## config.mk

```make
export PLATFORM = sky130hd
export DESIGN_NAME = dmac_ll_channel
export DESIGN_NICKNAME = d
export VERILOG_FILES = /design/src/rtl/dmac_pkg.sv /design/src/rtl/dmac_addr_gen.sv /design/src/rtl/dmac_byte_count.sv /design/src/rtl/dmac_seq.sv /design/src/rtl/dmac_ll_channel.sv
export SDC_FILE = /design/constraint.sdc
export NUM_CORES = 1
export LEC_CHECK = 0
export BUFFER_PORTS_ARGS = -buffer_cell sky130_fd_sc_hd__buf_2
export CAP_MARGIN = 15
export CORE_MARGIN = 10
export CORE_UTILIZATION = 45
export CTS_BUF_LIST = sky130_fd_sc_hd__clkbuf_4
export CTS_CLUSTER_SIZE = 20
export DETAILED_ROUTE_END_ITERATION = 8
export PLACE_DENSITY_LB_ADDON = 0.1
export SYNTH_ARGS = -nofsm -noshare
export SYNTH_HDL_FRONTEND = slang
export SYNTH_SLANG_ARGS = --single-unit
export TNS_END_PERCENT = 50
```

## constraint.sdc

```tcl
create_clock -name clk -period 5.4 [get_ports clk]
set_clock_uncertainty 0.15 [all_clocks]
set_input_delay 1.08 -clock clk [delete_from_list [all_inputs] [get_ports clk]]
set_output_delay 1.08 -clock clk [all_outputs]
set_load 0.02 [all_outputs]
```

## src/rtl/dmac_pkg.sv

```systemverilog
package dmac_pkg;

    localparam int unsigned WORD_W    = 32;
    localparam int unsigned DESC_WORDS = 6;
    localparam logic [WORD_W-1:0] CHAIN_END = 32'hFFFF_F800;

    // descriptor word order in memory
    localparam logic [2:0] W_CFG  = 3'd0;
    localparam logic [2:0] W_SRC  = 3'd1;
    localparam logic [2:0] W_DST  = 3'd2;
    localparam logic [2:0] W_LEN  = 3'd3;
    localparam logic [2:0] W_PARA = 3'd4;
    localparam logic [2:0] W_NEXT = 3'd5;

    // register window word indices
    localparam logic [2:0] RI_RUN   = 3'd0;
    localparam logic [2:0] RI_PAUSE = 3'd1;
    localparam logic [2:0] RI_FIRST = 3'd2;
    localparam logic [2:0] RI_CFG   = 3'd3;
    localparam logic [2:0] RI_SRC   = 3'd4;
    localparam logic [2:0] RI_DST   = 3'd5;
    localparam logic [2:0] RI_CNT   = 3'd6;
    localparam logic [2:0] RI_PARA  = 3'd7;

    typedef enum logic [2:0] {
        S_IDLE, S_FETCH, S_FWAIT, S_CHECK, S_RD, S_RWAIT, S_WR, S_END
    } seq_state_t;

    typedef struct packed {
        logic              req;
        logic              we;
        logic [WORD_W-1:0] addr;
        logic [WORD_W-1:0] wdata;
    } mem_cmd_t;

    function automatic logic [2:0] width_bytes(input logic [1:0] code);
        case (code)
            2'd0:    width_bytes = 3'd1;
            2'd1:    width_bytes = 3'd2;
            default: width_bytes = 3'd4;
        endcase
    endfunction

endpackage

```

## src/rtl/dmac_addr_gen.sv

```systemverilog
module dmac_addr_gen
    import dmac_pkg::*;
#(
    parameter int unsigned AW = 32
) (
    input  logic          clk,
    input  logic          rst,
    input  logic          load,
    input  logic [AW-1:0] load_val,
    input  logic          step_en,
    input  logic          fixed,
    input  logic [1:0]    width,
    output logic [AW-1:0] addr
);

    logic [AW-1:0] step;
    assign step = AW'(width_bytes(width));

    always_ff @(posedge clk) begin
        if (rst) begin
            addr <= '0;
        end else if (load) begin
            addr <= load_val;
        end else if (step_en && !fixed) begin
            addr <= addr + step;
        end
    end


    fixed_hold_chk: assert property (@(posedge clk) disable iff (rst)
        (!load && fixed) |=> (addr == $past(addr)));


    no_step_idle_chk: assert property (@(posedge clk) disable iff (rst)
        (!load && !step_en) |=> $stable(addr));

endmodule

```

## src/rtl/dmac_byte_count.sv

```systemverilog
module dmac_byte_count #(
    parameter int unsigned CW = 32
) (
    input  logic          clk,
    input  logic          rst,
    input  logic          load,
    input  logic [CW-1:0] load_val,
    input  logic          beat,
    input  logic [2:0]    step,
    output logic [CW-1:0] cnt,
    output logic          cnt_zero,
    output logic          half_pulse
);

    logic [CW-1:0] len_q;
    logic          fired_q;
    logic [CW-1:0] step_w;
    logic [CW-1:0] cnt_nxt;
    logic          half_hit;

    assign step_w   = CW'(step);
    assign cnt_nxt  = (cnt > step_w) ? (cnt - step_w) : '0;
    assign half_hit = ({cnt_nxt, 1'b0} <= {1'b0, len_q});
    assign cnt_zero = (cnt == '0);

    always_ff @(posedge clk) begin
        if (rst) begin
            cnt        <= '0;
            len_q      <= '0;
            fired_q    <= 1'b0;
            half_pulse <= 1'b0;
        end else begin
            half_pulse <= 1'b0;
            if (load) begin
                cnt     <= load_val;
                len_q   <= load_val;
                fired_q <= 1'b0;
            end else if (beat) begin
                cnt <= cnt_nxt;
                if (!fired_q && half_hit) begin
                    half_pulse <= 1'b1;
                    fired_q    <= 1'b1;
                end
            end
        end
    end


    count_mono_chk: assert property (@(posedge clk) disable iff (rst)
        !load |=> (cnt <= $past(cnt)));


    half_single_chk: assert property (@(posedge clk) disable iff (rst)
        half_pulse |=> !half_pulse);

endmodule

```

## src/rtl/dmac_seq.sv

```systemverilog
module dmac_seq
    import dmac_pkg::*;
#(
    parameter int unsigned NUM_LINES = 32
) (
    input  logic                 clk,
    input  logic                 rst,
    input  logic                 start,
    input  logic                 stop,
    input  logic                 paused,
    input  logic [WORD_W-1:0]    first_addr,
    input  logic [NUM_LINES-1:0] drq,
    input  logic                 src_fixed,
    input  logic [4:0]           src_line,
    input  logic                 dst_fixed,
    input  logic [4:0]           dst_line,
    input  logic                 cnt_zero,
    input  logic [WORD_W-1:0]    src_addr,
    input  logic [WORD_W-1:0]    dst_addr,
    input  logic                 mem_gnt,
    input  logic                 mem_rvalid,
    input  logic [WORD_W-1:0]    mem_rdata,
    output mem_cmd_t             cmd,
    output logic                 busy,
    output logic                 word_load,
    output logic [2:0]           word_idx,
    output logic                 beat_done,
    output logic                 evt_pkg,
    output logic                 evt_queue
);

    seq_state_t        state_q;
    logic [2:0]        idx_q;
    logic [WORD_W-1:0] daddr_q;
    logic [WORD_W-1:0] next_q;
    logic [WORD_W-1:0] buf_q;
    logic              src_ok;
    logic              dst_ok;
    logic              accepted;
    logic              last_desc;

    function automatic logic line_hit(input logic [NUM_LINES-1:0] v,
                                      input logic [4:0] ln);
        line_hit = 1'b0;
        for (int i = 0; i < NUM_LINES; i++) begin
            if (ln == 5'(i)) line_hit = v[i];
        end
    endfunction

    assign src_ok = !src_fixed || line_hit(drq, src_line);
    assign dst_ok = !dst_fixed || line_hit(drq, dst_line);

    always_comb begin
        cmd = '0;
        case (state_q)
            S_FETCH: begin
                cmd.req  = !paused;
                cmd.addr = daddr_q + {27'd0, idx_q, 2'b00};
            end
            S_RD: begin
                cmd.req  = !paused && src_ok;
                cmd.addr = src_addr;
            end
            S_WR: begin
                cmd.req   = !paused && dst_ok;
                cmd.we    = 1'b1;
                cmd.addr  = dst_addr;
                cmd.wdata = buf_q;
            end
            default: cmd = '0;
        endcase
    end

    assign accepted  = cmd.req && mem_gnt;
    assign word_load = (state_q == S_FWAIT) && mem_rvalid;
    assign word_idx  = idx_q;
    assign beat_done = (state_q == S_WR) && accepted;
    assign last_desc = (next_q == CHAIN_END);
    assign evt_pkg   = (state_q == S_END);
    assign evt_queue = (state_q == S_END) && last_desc;
    assign busy      = (state_q != S_IDLE);

    always_ff @(posedge clk) begin
        if (rst) begin
            state_q <= S_IDLE;
            idx_q   <= '0;
            daddr_q <= '0;
            next_q  <= '0;
            buf_q   <= '0;
        end else if (stop) begin
            state_q <= S_IDLE;
        end else begin
            case (state_q)
                S_IDLE: if (start) begin
                    daddr_q <= first_addr;
                    idx_q   <= '0;
                    state_q <= S_FETCH;
                end
                S_FETCH: if (accepted) state_q <= S_FWAIT;
                S_FWAIT: if (mem_rvalid) begin
                    if (idx_q == W_NEXT) begin
                        next_q  <= mem_rdata;
                        state_q <= S_CHECK;
                    end else begin
                        idx_q   <= idx_q + 3'd1;
                        state_q <= S_FETCH;
                    end
                end
                S_CHECK: state_q <= cnt_zero ? S_END : S_RD;
                S_RD: if (accepted) state_q <= S_RWAIT;
                S_RWAIT: if (mem_rvalid) begin
                    buf_q   <= mem_rdata;
                    state_q <= S_WR;
                end
                S_WR: if (accepted) state_q <= S_CHECK;
                S_END: begin
                    if (last_desc) begin
                        state_q <= S_IDLE;
                    end else begin
                        daddr_q <= next_q;
                        idx_q   <= '0;
                        state_q <= S_FETCH;
                    end
                end
                default: state_q <= S_IDLE;
            endcase
        end
    end


    pkg_pulse_chk: assert property (@(posedge clk) disable iff (rst)
        evt_pkg |=> !evt_pkg);


    pause_freeze_chk: assert property (@(posedge clk) disable iff (rst)
        (paused && !stop && (state_q == S_RD || state_q == S_WR || state_q == S_FETCH))
            |=> (state_q == $past(state_q)));

endmodule

```

## src/rtl/dmac_ll_channel.sv

```systemverilog
module dmac_ll_channel
    import dmac_pkg::*;
#(
    parameter int unsigned NUM_LINES = 32
) (
    input  logic                 clk,
    input  logic                 rst,
    input  logic                 reg_we,
    input  logic [2:0]           reg_idx,
    input  logic [31:0]          reg_wdata,
    output logic [31:0]          reg_rdata,
    input  logic [NUM_LINES-1:0] drq,
    output logic                 mem_req,
    output logic                 mem_we,
    output logic [31:0]          mem_addr,
    output logic [31:0]          mem_wdata,
    input  logic                 mem_gnt,
    input  logic                 mem_rvalid,
    input  logic [31:0]          mem_rdata,
    output logic                 evt_half,
    output logic                 evt_pkg,
    output logic                 evt_queue
);

    logic [WORD_W-1:0] first_q;
    logic [WORD_W-1:0] cfg_q;
    logic [WORD_W-1:0] para_q;
    logic              pause_q;
    logic              busy;
    logic              start_cmd;
    logic              stop_cmd;
    logic              word_load;
    logic [2:0]        word_idx;
    logic              beat_done;
    logic              cnt_zero;
    logic [WORD_W-1:0] cnt;
    logic [WORD_W-1:0] src_addr;
    logic [WORD_W-1:0] dst_addr;
    mem_cmd_t          cmd;

    // per-side fields decoded from the live config word
    logic [4:0] side_line  [2];
    logic       side_fixed [2];
    logic [1:0] side_width [2];
    logic       side_load  [2];
    logic [WORD_W-1:0] side_addr [2];

    assign start_cmd = reg_we && (reg_idx == RI_RUN) && reg_wdata[0] && !busy;
    assign stop_cmd  = reg_we && (reg_idx == RI_RUN) && !reg_wdata[0];

    always_ff @(posedge clk) begin
        if (rst) begin
            first_q <= '0;
            cfg_q   <= '0;
            para_q  <= '0;
            pause_q <= 1'b0;
        end else begin
            if (reg_we && reg_idx == RI_FIRST) first_q <= reg_wdata;
            if (reg_we && reg_idx == RI_PAUSE) pause_q <= reg_wdata[1];
            if (word_load && word_idx == W_CFG)  cfg_q  <= mem_rdata;
            if (word_load && word_idx == W_PARA) para_q <= mem_rdata;
        end
    end

    // side 0 = source (low half), side 1 = destination (high half)
    for (genvar s = 0; s < 2; s++) begin : g_side
        assign side_line[s]  = cfg_q[16*s +: 5];
        assign side_fixed[s] = cfg_q[16*s + 5];
        assign side_width[s] = cfg_q[16*s + 9 +: 2];
        assign side_load[s]  = word_load && (word_idx == (s == 0 ? W_SRC : W_DST));

        dmac_addr_gen #(.AW(WORD_W)) u_addr (
            .clk      (clk),
            .rst      (rst),
            .load     (side_load[s]),
            .load_val (mem_rdata),
            .step_en  (beat_done),
            .fixed    (side_fixed[s]),
            .width    (side_width[s]),
            .addr     (side_addr[s])
        );
    end

    assign src_addr = side_addr[0];
    assign dst_addr = side_addr[1];

    dmac_byte_count #(.CW(WORD_W)) u_count (
        .clk        (clk),
        .rst        (rst),
        .load       (word_load && word_idx == W_LEN),
        .load_val   (mem_rdata),
        .beat       (beat_done),
        .step       (width_bytes(side_width[0])),
        .cnt        (cnt),
        .cnt_zero   (cnt_zero),
        .half_pulse (evt_half)
    );

    dmac_seq #(.NUM_LINES(NUM_LINES)) u_seq (
        .clk        (clk),
        .rst        (rst),
        .start      (start_cmd),
        .stop       (stop_cmd),
        .paused     (pause_q),
        .first_addr (first_q),
        .drq        (drq),
        .src_fixed  (side_fixed[0]),
        .src_line   (side_line[0]),
        .dst_fixed  (side_fixed[1]),
        .dst_line   (side_line[1]),
        .cnt_zero   (cnt_zero),
        .src_addr   (src_addr),
        .dst_addr   (dst_addr),
        .mem_gnt    (mem_gnt),
        .mem_rvalid (mem_rvalid),
        .mem_rdata  (mem_rdata),
        .cmd        (cmd),
        .busy       (busy),
        .word_load  (word_load),
        .word_idx   (word_idx),
        .beat_done  (beat_done),
        .evt_pkg    (evt_pkg),
        .evt_queue  (evt_queue)
    );

    assign mem_req   = cmd.req;
    assign mem_we    = cmd.we;
    assign mem_addr  = cmd.addr;
    assign mem_wdata = cmd.wdata;

    always_comb begin
        case (reg_idx)
            RI_RUN:   reg_rdata = {31'd0, busy};
            RI_PAUSE: reg_rdata = {30'd0, pause_q, 1'b0};
            RI_FIRST: reg_rdata = first_q;
            RI_CFG:   reg_rdata = cfg_q;
            RI_SRC:   reg_rdata = src_addr;
            RI_DST:   reg_rdata = dst_addr;
            RI_CNT:   reg_rdata = cnt;
            default:  reg_rdata = para_q;
        endcase
    end


    stop_idle_chk: assert property (@(posedge clk) disable iff (rst)
        stop_cmd |=> (!busy && !mem_req));


    start_busy_chk: assert property (@(posedge clk) disable iff (rst)
        start_cmd |=> busy);


    queue_idle_chk: assert property (@(posedge clk) disable iff (rst)
        (evt_queue && !stop_cmd) |=> !busy);


    cnt_ro_chk: assert property (@(posedge clk) disable iff (rst)
        (!word_load && !beat_done) |=> $stable(cnt));

endmodule

```

* After elaboration in Yosys (flattened, before gate mapping)
Cells that the tools add are included.
** Word-level totals
- Register bits after elaboration :: 329
- Input bits :: 104
- Output and inout bits :: 101
- Word-level logic and storage cells :: 263
** Operators by class
- Add/subtract/negate cells :: 5
- Order comparisons :: 2
- Eq/ne operators :: 91
- Muxes and demuxes :: 97
- Bitwise operators :: 2
- Reductions and logical operators :: 51
** Operators by type and width (count)
- $mux 32 :: 10
- $pmux 32 s7 :: 1
- $eq 5x5->1 const B :: 32
- $pmux 32 s3 :: 1
- $eq 5x4->1 const B :: 16
- $mux 1 :: 67
- $add 32x3->32 :: 2
- $pmux 32 s2 :: 1
- $eq 5x3->1 const B :: 8
- $le 33x32->1 :: 1
- $add 32x5->32 :: 1
- $eq 32x32->1 const B :: 1
- $gt 32x3->1 :: 1
- $logic_not 32->1 :: 1
- $sub 32x3->32 :: 1
- $mux 3 :: 10
- $eq 3x3->1 const B :: 9
- $pmux 3 s8 :: 1
- $eq 5x2->1 const B :: 4
- $logic_and 1x1->1 :: 20
- $eq 3x2->1 const B :: 6
- $pmux 3 s2 :: 2
- $reduce_and 6->1 :: 2
- $eq 5x1->1 const B :: 2
- 21 further kinds :: 48

* Logic depth before layout (Yosys ltp)
Gate-level depths: netlist of run 1.
- Depth after elaboration :: 41
- Mapped depth :: 20

* Cells and area by module
A second synthesis of run 1 with hierarchy kept.
** Unflattened totals
- Cell total of the unflattened synthesis :: 2644
- Area, all modules :: 20766.2 um2
** Modules (own cells, without submodules)
- dmac_seq :: instances 1, cells an instance 868, area an instance 6633.9 um2, seq. area each 2042.0 um2
- dmac_ll_channel :: instances 1, cells an instance 629, area an instance 5301.3 um2, seq. area each 1941.9 um2
- dmac_byte_count :: instances 1, cells an instance 599, area an instance 4599.4 um2, seq. area each 1321.3 um2
- dmac_addr_gen :: instances 2, cells an instance 274, area an instance 2115.8 um2, seq. area each 640.6 um2

* Least setup slack after synthesis of run 1
OpenSTA, ideal clock, no wires.
- Kind :: register to register
- From :: reg u_count.cnt[16]
- To :: reg u_count.half_pulse
- Library setup time :: 78 ps
- Arrival time :: 3836 ps
- Slack :: 1336 ps
- Stages on the path, launching flop included :: 20
- Clock period less this slack :: 4064 ps
- Cells stage by stage :: dfxtp_1 -> buf_6 -> or4_4 -> or4_1 -> or3_4 -> nor2_1 -> nand3b_1 -> a21oi_4 -> buf_2 -> nor2_1 -> ha_1 -> a21oi_1 -> nor2b_1 -> o21ai_0 -> nand2b_1 -> a21oi_1 -> nor2b_1 -> o31ai_1 -> o2111ai_1 -> nor3_1
** On the way
- Cells in the longest elaborated chain, start to end :: 5
- Elaborated cells on any way between the ends :: 6
- Those cells by class :: 1 x add/sub; 2 x order compare; 2 x mux; 1 x reduce/logical
** Ends and longest elaborated chain
- from (decl) :: RTL line dmac_byte_count.sv:10 : output logic [CW-1:0] cnt,
- from (signal assigned) :: RTL line dmac_byte_count.sv:35 : cnt <= load_val;
- from (signal assigned) :: RTL line dmac_byte_count.sv:39 : cnt <= cnt_nxt;
- $sub 32x3->32 / $gt 32x3->1 (equally long branches) :: RTL line dmac_byte_count.sv:22 : assign cnt_nxt = (cnt > step_w) ? (cnt - step_w) : '0;
- $mux 32 * :: RTL line dmac_byte_count.sv:22
- $le 33x32->1 * :: RTL line dmac_byte_count.sv:23 : assign half_hit = ({cnt_nxt, 1'b0} <= {1'b0, len_q});
- $logic_and 1x1->1 * :: RTL line dmac_byte_count.sv:40 : if (!fired_q && half_hit) begin
- $mux 1 * :: RTL line dmac_byte_count.sv:40
- to (signal assigned) :: RTL line dmac_byte_count.sv:31 : half_pulse <= 1'b0;
- to (signal assigned) :: RTL line dmac_byte_count.sv:33 : half_pulse <= 1'b0;
- to (signal assigned) :: RTL line dmac_byte_count.sv:41 : half_pulse <= 1'b1;
- to (decl) :: RTL line dmac_byte_count.sv:12 : output logic half_pulse
Every way passes the cells marked *; elsewhere a longest branch is shown, timed or not.
A chain may end at the register's enable or synchronous reset.

* Worst setup path in the final report of run 1
- From :: reg cfg_q[17]
- To :: out mem_req
** On the way
- Cells in the longest elaborated chain, start to end :: 36
- Elaborated cells on any way between the ends :: 67
- Those cells by class :: 31 x eq/ne; 33 x mux; 3 x reduce/logical
** Ends and longest elaborated chain
- from (decl) :: RTL line dmac_ll_channel.sv:26 : logic [WORD_W-1:0] cfg_q;
- from (signal assigned) :: RTL line dmac_ll_channel.sv:60 : if (word_load && word_idx == W_CFG) cfg_q <= mem_rdata;
- $logic_not 5->1 :: RTL line dmac_seq.sv:46 : if (ln == 5'(i)) line_hit = v[i];
- $mux 1 (31 in series) :: RTL line dmac_seq.sv:46
- $mux 1 * :: RTL line dmac_seq.sv:46
- $logic_or 1x1->1 * :: RTL line dmac_seq.sv:51 : assign dst_ok = !dst_fixed || line_hit(drq, dst_line);
- $logic_and 1x1->1 * :: RTL line dmac_seq.sv:65 : cmd.req = !paused && dst_ok;
- $pmux 1 s3 * :: RTL line dmac_seq.sv:55 : case (state_q)
- to (decl) :: RTL line dmac_ll_channel.sv:13 : output logic mem_req,
Marks and branches as above.

==> flow_metrics.tcl, run 1 <==
set metrics [dict create \
    cp.required_ns 4.17 \
    postCtsSetupBuffers 0 \
    synth_flop_cell "dfxtp_1" \
    initial_utilization_pct 45.7 \
    layout.nets 2854 \
    ioPinCount 205 \
    grtUsageTotal_pct 29.2 \
    end_kind "primary output" \
    syn_inst 2586 \
    placed_cell_area_sq_mm 0.0204 \
    dr.pass1.iters 5 \
    fp.dieW_microns 227 \
    cts_buffer_depth 3 \
    die-area_sq_mm 0.0516 \
    fin_area_sq_mm 0.0217 \
    dp_hpwl_microns 57200 \
    slew_viol_final 0 \
    fin_hold_ws_ns 0.290 \
    muxShareOfSynthArea_pct 6.30 \
    synth_xor_xnor_area_share_pct 4.53 \
    maxSlewHeadroom_pct 22.2 \
    syn_to_final_growth_pct 12.1 \
    cp_max_fo 23 \
    vdd_drop_max_v 0.000208 \
    cts_tree "yes" \
    routabilityCongestion 0.933 \
    synth_warnings 0 \
    synthAdderAreaFrac_pct 3.52 \
    ctsRootBufferMaster "clkbuf_4" \
    synth_top_family_by_area "simple AND/OR/NAND/NOR gates" \
    hold_buffers 0 \
    first_global_vias 18305 \
    cts.sinks 329 \
    routed_wl_microns 78000 \
    syn_avg_cell_area_sq_um 7.47 \
    grt_first_pass_wirelength_microns 114000 \
    yosys.area_share.simple_pct 24.3 \
    fin_util_pct 51.3 \
    grt_overflow 0 \
    setup_tns_ns 0 \
    synth_edf_count 0 \
    synth_area_sq_mm 0.0193 \
    drc_errors 0 \
    num_vias 19619 \
    ant_nets 0 \
    status "complete, no violations" \
    synth_nets 2742 \
    synthDistinctLibCells 71 \
    crit_path_start_kind "flop" \
    maxCapViolCount 0 \
    ys_ff_latch 329 \
    h-tree-depth 3 \
    totalPowerFinal_uw 5410 \
    synth-compound-area-share_pct 20.7 \
    setup_violations 0 \
    clkTransAtPathRegs_ns 0.06 \
    wl_per_cell_microns 23.6 \
    power-per-cell-area_mw_per_mm2 250 \
    rrSetupSlack_ns 0.76 \
    leakage_uw 0.00814 \
    ys_seq_area_share_pct 34.1 \
    hold_viol 0 \
    crit_type "reg2out" \
    layout-drive-gt1-share_pct 16.7 \
    clk_latency_ns 0.85 \
    die_y_microns 227 \
    fp.coreArea_sq_mm 0.0422 \
    cts-resized-gates 0 \
    antenna_found_initial 5 \
    async_reset_ff_share_pct 0 \
    grt_max_degree 160 \
    worstMarginPinSlew_ns 1.17 \
    port_buffers 204 \
    crit_arrival_ns 3.66 \
    viasPerCell 5.92 \
    numCtsBuffers 94 \
    period_needed_ns 4.89 \
    fp-row-count 75 \
    drt_iter0_markers 1949 \
    rsz0062_at_grt "false" \
    timing.fmax_ghz 0.205 \
    period_share_pct 90.5 \
    hp-class "reg2reg" \
]
[metrics by stage]
stage | worst slack [ns] | std cells
2_1_floorplan | 1.34 | 2586
3_3_place_gp | 0.978 | 3139
3_5_place_dp | 0.845 | 3139
4_1_cts | 0.469 | 3304
5_1_grt | 0.229 | 3310
6_report | 0.514 | 3312
[cells by family (layout without fill, tap and decap cells)]
kind of cell	count (synthesis)	count (layout)
adders and majority gates	52	52
DFF	329	329
and+or+nand+nor	1038	1038
other	0	6
xor gates and xnor gates	100	100
muxes	117	117
AOI/OAI and AO/OA	637	637
buffers and inverters	313	494
[report_power, final]
part	switching [uW]	internal [uW]	total (uW)
combinational	410	200	610
sequential	46.2	2450	2500
clock	1130	1180	2300
total	1580	3830	5410
[synth_stat cells, drive strengths merged (40+ instances only)]
cell type	n	area, sq um
nand2	508	1910
dfxtp	329	6590
a21oi	270	1360
nor2	241	907
clkbuf	183	706
a211oi	114	856
inv	85	319
mux2i	80	801
xnor2	66	578
and3	52	325
o21ai	51	255
a22oi	49	368
ha	48	601
buf	45	251
nand3	40	200
[path summary, 6_finish.rpt]
kind                            depth (start not counted)                 end             from
worst max-delay path                                   11             mem_req        cfg_q[17]
worst min-delay path                                    1  u_count.half_pulse  u_count.fired_q
worst max register to register                         17     u_count.fired_q  u_count.cnt[17]
worst min register to register                          1  u_count.half_pulse  u_count.fired_q
[cell type report]
class / count / area, sq um
multi-input combinational: 1944 / 11500
clock inverter: 25 / 104
inverter: 85 / 319
clock buffer: 140 / 1050
antenna: 6 / 15.0
sequential: 329 / 6590
fill: 4195 / 20600
timing repair buffer: 244 / 1390
tap: 539 / 674
[worst max-delay path: stages, from the launching register on]
cell	delay, ns
dfxtp_1	0.90
buf_4	0.30
nand2b_1	0.11
a211oi_1	0.06
o41ai_1	0.38
and3_1	0.24
o31a_1	0.21
nor2_1	0.05
buf_4	0.16
a21oi_1	0.12
nor2_1	0.08
buf_2	0.18
[cell usage in the layout, fill, tap and decap left out, drive strengths merged, types with 52 or more instances in the layout]
cell type / instances
and3: 52
nor2: 241
inv: 90
buf: 244
xnor2: 66
dfxtp: 329
nand2: 508
a21oi: 270
a211oi: 114
clkbuf: 140
mux2i: 80
[flip-flops by register name (all words and copies together) (netlist names)]
| register | count |
|---|---|
| cfg_q | 32 |
| first_q | 32 |
| g_side.u_addr.addr | 64 |
| para_q | 32 |
| pause_q | 1 |
| u_count.cnt | 32 |
| u_count.fired_q | 1 |
| u_count.half_pulse | 1 |
| u_count.len_q | 32 |
| u_seq.buf_q | 32 |
| u_seq.daddr_q | 32 |
| u_seq.next_q | 32 |
| u_seq.state_q | 3 |
| u_seq.word_idx | 3 |
[metal layers]
layer / GRT usage (%) / vias up / part of all wire (%)
li1: - / 9321 / -
met3: 7.61 / 124 / 9.1
met1: 39.1 / 9335 / 44
met5: 0 / - / 0
met2: 44.7 / 839 / 45
met4: 10.1 / 0 / 2.8
(Power assumes the default switching activity.)
==> run 2, diff against run 1 <==
==> constraint.sdc (replaced) <==
create_clock -name clk -period 6.3 [get_ports clk]
set_clock_uncertainty 0.15 [all_clocks]
set_input_delay 0.945 -clock clk [delete_from_list [all_inputs] [get_ports clk]]
set_output_delay 0.945 -clock clk [all_outputs]
set_load 0.02 [all_outputs]
==> run 2 against run 1 <==
  * Register-to-register slack gained 0.66 ns
  * Cell count shrank 0.51%
  * First-iteration DRC count grew 9.5%
  * Die area is the same
  * Wire length grew 1.9%
  * Sequential power shrank 14%
==> flow_metrics.tcl, run 2 (synthesis results as in run 1) <==
set metrics [dict create \
    rr_worst_depth 17 \
    end_kind "flop" \
    clk_latency_ns 0.86 \
    crit_slowest_cell "or4_4" \
    hold_buffers 0 \
    h-tree-depth 3 \
    slew_viol_final 0 \
    num_vias 19796 \
    power-per-cell-area_mw_per_mm2 218 \
    port_buffers 204 \
    period_share_pct 77.4 \
    rrSetupSlack_ns 1.42 \
    drt_iter0_markers 2135 \
    final_common_cell "nand2_1" \
    cts-resized-gates 0 \
    min_from "reg_wdata[14]" \
    dr.pass1.iters 5 \
    crit_arrival_ns 5.45 \
    timing.fmax_ghz 0.205 \
    fp.coreArea_sq_mm 0.0422 \
    cts.sinks 329 \
    crit_top_cell "o21ai_0" \
    hold_viol 0 \
    reg2reg_to "u_count.fired_q" \
    placed_cell_area_sq_mm 0.0204 \
    setup_violations 0 \
    instances_no_fill 3295 \
    numCtsBuffers 92 \
    grt_first_pass_wirelength_microns 117000 \
    fp-row-count 75 \
    fp.dieW_microns 227 \
    holdPathEnd "first_q[14]" \
    dp_hpwl_microns 57200 \
    leakage_uw 0.00810 \
    placedCellCount 3133 \
    critPathMaxStageDelay_ns 0.58 \
    cts_tree "yes" \
    maxCapViolCount 0 \
    crit_type "reg2reg" \
    worstMarginPinSlew_ns 1.15 \
    die_y_microns 227 \
    min_path_cells 3 \
    rr_startpoint "u_count.cnt[16]" \
    wl_per_cell_microns 24.1 \
    routabilityCongestion 0.936 \
    setup_ws_ns 1.42 \
    viasPerCell 6.01 \
    rsz0062_at_grt "false" \
    ioPinCount 205 \
    grtUsageTotal_pct 29.9 \
    crit_path_cell_trace "or4_4 -> or4_1 -> or3_4 -> nor2_1 -> nand3b_1 -> a21oi_4 -> nor2_1 -> ha_1 -> nor2b_1 -> o21a_1 -> o21a_1 -> o21ai_0 -> a21oi_1 -> o21ai_0 -> a21o_1 -> a31oi_1 -> o21ai_0" \
    ant_nets 0 \
    drc_errors 0 \
    largest_reg_flops 64 \
    cp.required_ns 6.88 \
    fin_area_sq_mm 0.0216 \
    antenna_found_initial 4 \
    first_global_vias 18811 \
    vdd_drop_max_v 0.000144 \
    clkTransAtPathRegs_ns 0.07 \
    cp_max_fo 23 \
    layout-drive-gt1-share_pct 16.4 \
    hp-class "in2reg" \
    ctsRootBufferMaster "clkbuf_4" \
    die-area_sq_mm 0.0516 \
    maxSlewHeadroom_pct 23.5 \
    cts_buffer_depth 3 \
    final_cell_mix "505 x nand2_1, 328 x dfxtp_1, 268 x a21oi_1" \
    grt_overflow 0 \
    place_ws_ns 1.55 \
    path_delay_family "simple AND/OR/NAND/NOR gates" \
    syn_to_final_growth_pct 11.9 \
    max_flop_register "g_side.u_addr.addr" \
    crit_path_start_kind "flop" \
    initial_utilization_pct 45.7 \
    layout.nets 2846 \
    setup_tns_ns 0 \
    routed_wl_microns 79500 \
    status "complete, no violations" \
    period_needed_ns 4.88 \
    cp.buffers_inverters 0 \
    grt_max_degree 144 \
    postCtsSetupBuffers 0 \
]
-- run 2: cell types whose count changed in the layout (fill, tap and decap cells not counted), moves of 3 or more --
cell	before	now
bufinv_16	0	3
clkinv_1	18	10
clkbuf_4	140	136
buf_4	36	31
inv_2	4	1
-- run 2: area by class of cell --
type                       count  area, sq um
tap                          539          674
clock inverter                17          153
inverter                      85          319
sequential                   329         6590
multi-input combinational   1944        11500
fill                        4287        20600
antenna                        7         17.5
clock buffer                 136         1020
timing repair buffer         238         1320
-- run 2: per-layer routing --
| metal | wire, microns | global-route usage, % | up-vias |
|---|---|---|---|
| met1 | 33300 | 38.6 | 9436 |
| met4 | 2760 | 11.2 | 2 |
| met2 | 35700 | 46.5 | 885 |
| met5 | 11 | 0 | - |
| met3 | 7640 | 8.54 | 182 |
| li1 | - | - | 9291 |
-- run 2: worst max-delay path by stage --
stage	from	endpoint	slack, ns	cells past startpoint
after global routing	u_count.cnt[16]	u_count.fired_q	1.12	16
after CTS	u_seq.state_q[1]	mem_addr[30]	1.36	5
after detailed placement	u_count.cnt[16]	u_count.fired_q	1.55	17
final	u_count.cnt[16]	u_count.fired_q	1.42	17
after global placement	u_count.cnt[16]	u_count.fired_q	1.63	17
after floorplan	u_count.cnt[16]	u_count.half_pulse	2.24	19
-- run 2: stage by stage --
step	power (uW)	util [%]	hold WS [ns]
finish	4720	51.2	0.167
global placement	2700	48.2	0.264
global route	4910	51.2	0.105
CTS	4740	51.0	0.111
detailed placement	2700	48.3	0.281
floorplan	2510	-	0.251
-- run 2: where the power goes --
part | switching [uW] | total (uW) | leakage (uW) | internal (uW)
Combinational | 358 | 527 | 0.00475 | 169
Sequential | 36.6 | 2140 | 0.00265 | 2100
Clock | 958 | 2060 | 0.000696 | 1100
Total | 1350 | 4720 | 0.00810 | 3370
-- run 2: worst reg2reg max path: cells and delay by family, from the launching register on --
family                   cells  cell delay, ns
AO/OA/AOI/OAI                9            1.85
adder cells (fa/ha/maj)      1            0.30
flip-flops                   1            0.38
AND/OR/NAND/NOR              7            2.07
==> run 3, diff against run 2 <==
--- a/config.mk
+++ b/config.mk
@@ -5,6 +5,7 @@
 export SDC_FILE = /design/constraint.sdc
 export NUM_CORES = 1
 export LEC_CHECK = 0
+export ABC_AREA = 1
 export BUFFER_PORTS_ARGS = -buffer_cell sky130_fd_sc_hd__buf_2
 export CAP_MARGIN = 15
 export CORE_MARGIN = 10
==> constraint.sdc (replaced) <==
create_clock -name clk -period 4.2 [get_ports clk]
set_clock_uncertainty 0.15 [all_clocks]
set_input_delay 0.63 -clock clk [delete_from_list [all_inputs] [get_ports clk]]
set_output_delay 0.63 -clock clk [all_outputs]
set_load 0.02 [all_outputs]
==> run 3 against run 2 <==
  * Synthesized cell count rose by 18%
  * Sequential cell count did not move
  * Via count rose by 19%
  * Register-to-register slack got worse by 1.6 ns
  * First-iteration DRC count rose by 24%
  * Sequential power rose by 67%
  * The run now ends with negative setup slack left
  * Largest cell class unchanged
  * Core utilization rose by 6.5 points
==> flow_metrics.tcl, run 3 <==
set metrics [dict create \
    async_reset_ff_share_pct 0 \
    numCtsBuffers 94 \
    maxSlewHeadroom_pct 22.7 \
    ys_ff_latch 329 \
    fp.coreArea_sq_mm 0.0440 \
    grt_max_degree 164 \
    layout.nets 3620 \
    initial_utilization_pct 45.3 \
    fin_util_pct 57.7 \
    setup_tns_ns -14.53 \
    fin_hold_ws_ns 0.0482 \
    wl_per_cell_microns 21.2 \
    layout-drive-gt1-share_pct 23.5 \
    num_vias 23570 \
    p_comb_share_pct 35.6 \
    ys_seq_area_share_pct 33.0 \
    synth_area_sq_mm 0.0199 \
    crit_arrival_ns 4.60 \
    syn_to_final_growth_pct 27.4 \
    max_flop_register "g_side.u_addr.addr" \
    vdd_drop_max_v 0.000391 \
    p_sw_uw 3930 \
    drc_errors 0 \
    place_ws_ns -0.465 \
    end_kind "primary output" \
    fp.dieW_microns 231 \
    status "finished, violations left" \
    grt_overflow 0 \
    yosys-top-cells-count "430 x nand2_1, 426 x inv_1, 389 x o21ai_0" \
    crit_top_cell "buf_4" \
    synth_nets 3217 \
    routabilityCongestion 0.946 \
    synth_area_leaders "dfxtp_1 33%, o21ai_0 9.8%, nand2_1 8.1%, inv_1 8.0%, a21oi_1 6.6%" \
    routed_wl_microns 87600 \
    cp.required_ns 3.42 \
    ant_nets 0 \
    die-area_sq_mm 0.0532 \
    syn_inst 3061 \
    period_needed_ns 5.38 \
    dr.pass1.iters 6 \
    die_y_microns 231 \
    dp_hpwl_microns 64500 \
    clk_latency_ns 0.89 \
    final_common_cell "nand2_1" \
    period_share_pct 128 \
    critPathMaxStageDelay_ns 0.37 \
    internal-power_uw 6400 \
    power-per-cell-area_mw_per_mm2 406 \
    cts_buffer_depth 3 \
    pwr-share-seq_pct 34.7 \
    synth_edf_count 0 \
    maxCapViolCount 0 \
    setup_violations 24 \
    ctsRootBufferMaster "clkbuf_4" \
    crit_slowest_cell "dfxtp_4" \
    final_cell_mix "412 x nand2_1, 403 x inv_1, 376 x o21ai_0" \
    timing.fmax_ghz 0.186 \
    clkTransAtPathRegs_ns 0.07 \
    totalPowerFinal_uw 10300 \
    cp_max_fo 3 \
    cts.sinks 329 \
    port_buffers 204 \
    p_sw_share_pct 38.0 \
    largest_reg_flops 64 \
    h-tree-depth 3 \
    first_global_vias 21499 \
    clkPwrFrac_pct 29.7 \
    slew_viol_final 0 \
    crit_path_start_kind "flop" \
    grt_first_pass_wirelength_microns 129000 \
    syn_avg_cell_area_sq_um 6.52 \
    synthDistinctLibCells 59 \
    setup_ws_ns -1.18 \
    drt_iter0_markers 2652 \
    worstMarginPinSlew_ns 1.16 \
    synth_top_area_share_pct 33.0 \
    leakage_uw 0.0104 \
    crit_type "reg2out" \
    synth_flop_cell "dfxtp_1" \
    synth.most_common_cell "nand2_1" \
    rsz0062_at_grt "true" \
    hp-class "in2reg" \
    viasPerCell 5.71 \
    cts_tree "yes" \
    violations "negative setup slack" \
    fillers 4395 \
    antenna_found_initial 2 \
    fp-row-count 77 \
    synth_warnings 0 \
    synth_top_area_cell "dfxtp_1" \
    ioPinCount 205 \
    grtUsageTotal_pct 31.1 \
    hold_viol 0 \
]
run 3: changes by cell type in the layout (fill, tap and decap cells not counted), moves of 39 or more:
cell / change
xnor2_1: -65
mux2i_1: -79
nor2_1: +44
dlygate4sd3_1: +53
buf_4: +185
nand3_1: +166
a211oi_1: -111
a22oi_1: -46
nor2_2: +39
and3_1: -49
o21ai_0: +325
nand2_1: -93
inv_1: +318
run 3: final timing paths:
check / to / slack [ns] / from / cells past startpoint
max: mem_addr[20] / -1.18 / u_seq.word_idx[0] / 30
min: u_seq.next_q[15] / 0.05 / mem_rdata[15] / 3
max reg2reg: u_count.fired_q / -0.20 / cfg_q[10] / 29
min reg2reg: cfg_q[31] / 0.30 / cfg_q[31] / 2
run 3: metrics by stage:
step	std cells	instance area, sq um
after global placement	3857	22500
after CTS	4086	24400
final	4126	25400
after floorplan	3061	20000
after global routing	4125	25400
after detailed placement	3857	22500
run 3: per-layer routing:
metal  track usage, %  up-vias  wire [microns]  part of all wire (%)
met5                0        -              12                 0.014
met1             41.8    11092           37200                    42
met2             48.1     1171           38900                    44
met4             13.3        2            3530                   4.0
li1                 -    11107               -                     -
met3             5.94      198            7980                   9.1
run 3: cell type report:
type | count | area (sq um) | area share [%]
antenna | 4 | 10.0 | 0.0394
clock buffer | 135 | 1010 | 3.99
clock inverter | 27 | 166 | 0.655
inverter | 446 | 1690 | 6.66
multi-input combinational | 2109 | 11700 | 46.2
sequential | 329 | 6620 | 26.0
tap | 592 | 741 | 2.91
timing repair buffer | 484 | 3440 | 13.5
run 3: power groups by stage:
| stage | clock (uW) | combinational (uW) | sequential [uW] |
|---|---|---|---|
| 6_report | 3070 | 3680 | 3580 |
| 5_1_grt | 3280 | 4010 | 3610 |
| 4_1_cts | 3120 | 3230 | 3540 |
| 3_5_place_dp | 0 | 3110 | 3600 |
| 3_3_place_gp | 0 | 3080 | 3600 |
| 2_1_floorplan | 0 | 1930 | 3540 |
run 3: what timing repair did:
action	CTS	global route
gates resized for setup	32	208
hold buffers	53	0
setup buffers	14	38
setup endpoints to repair	25	51
hold endpoints to repair	68	0
pin swaps	8	86
run 3: logic make-up after synthesis:
| family | synth area share, % |
|---|---|
| compound gates | 23.4 |
| xor+xnor | 1.32 |
| fa+ha+maj | 3.41 |
| buf+inv | 11.9 |
| flops | 33.0 |
| mux | 0.0502 |
| simple gates | 26.9 |
run 3: worst max-delay path: cells and delay by family, from the launching register on:
kind / cells / cell delay (ns)
AO/OA/AOI/OAI: 2 / 0.29
buffers and inverters: 14 / 1.49
flip-flops: 1 / 0.37
AND/OR/NAND/NOR: 12 / 1.21
adder cells (fa/ha/maj): 2 / 0.34
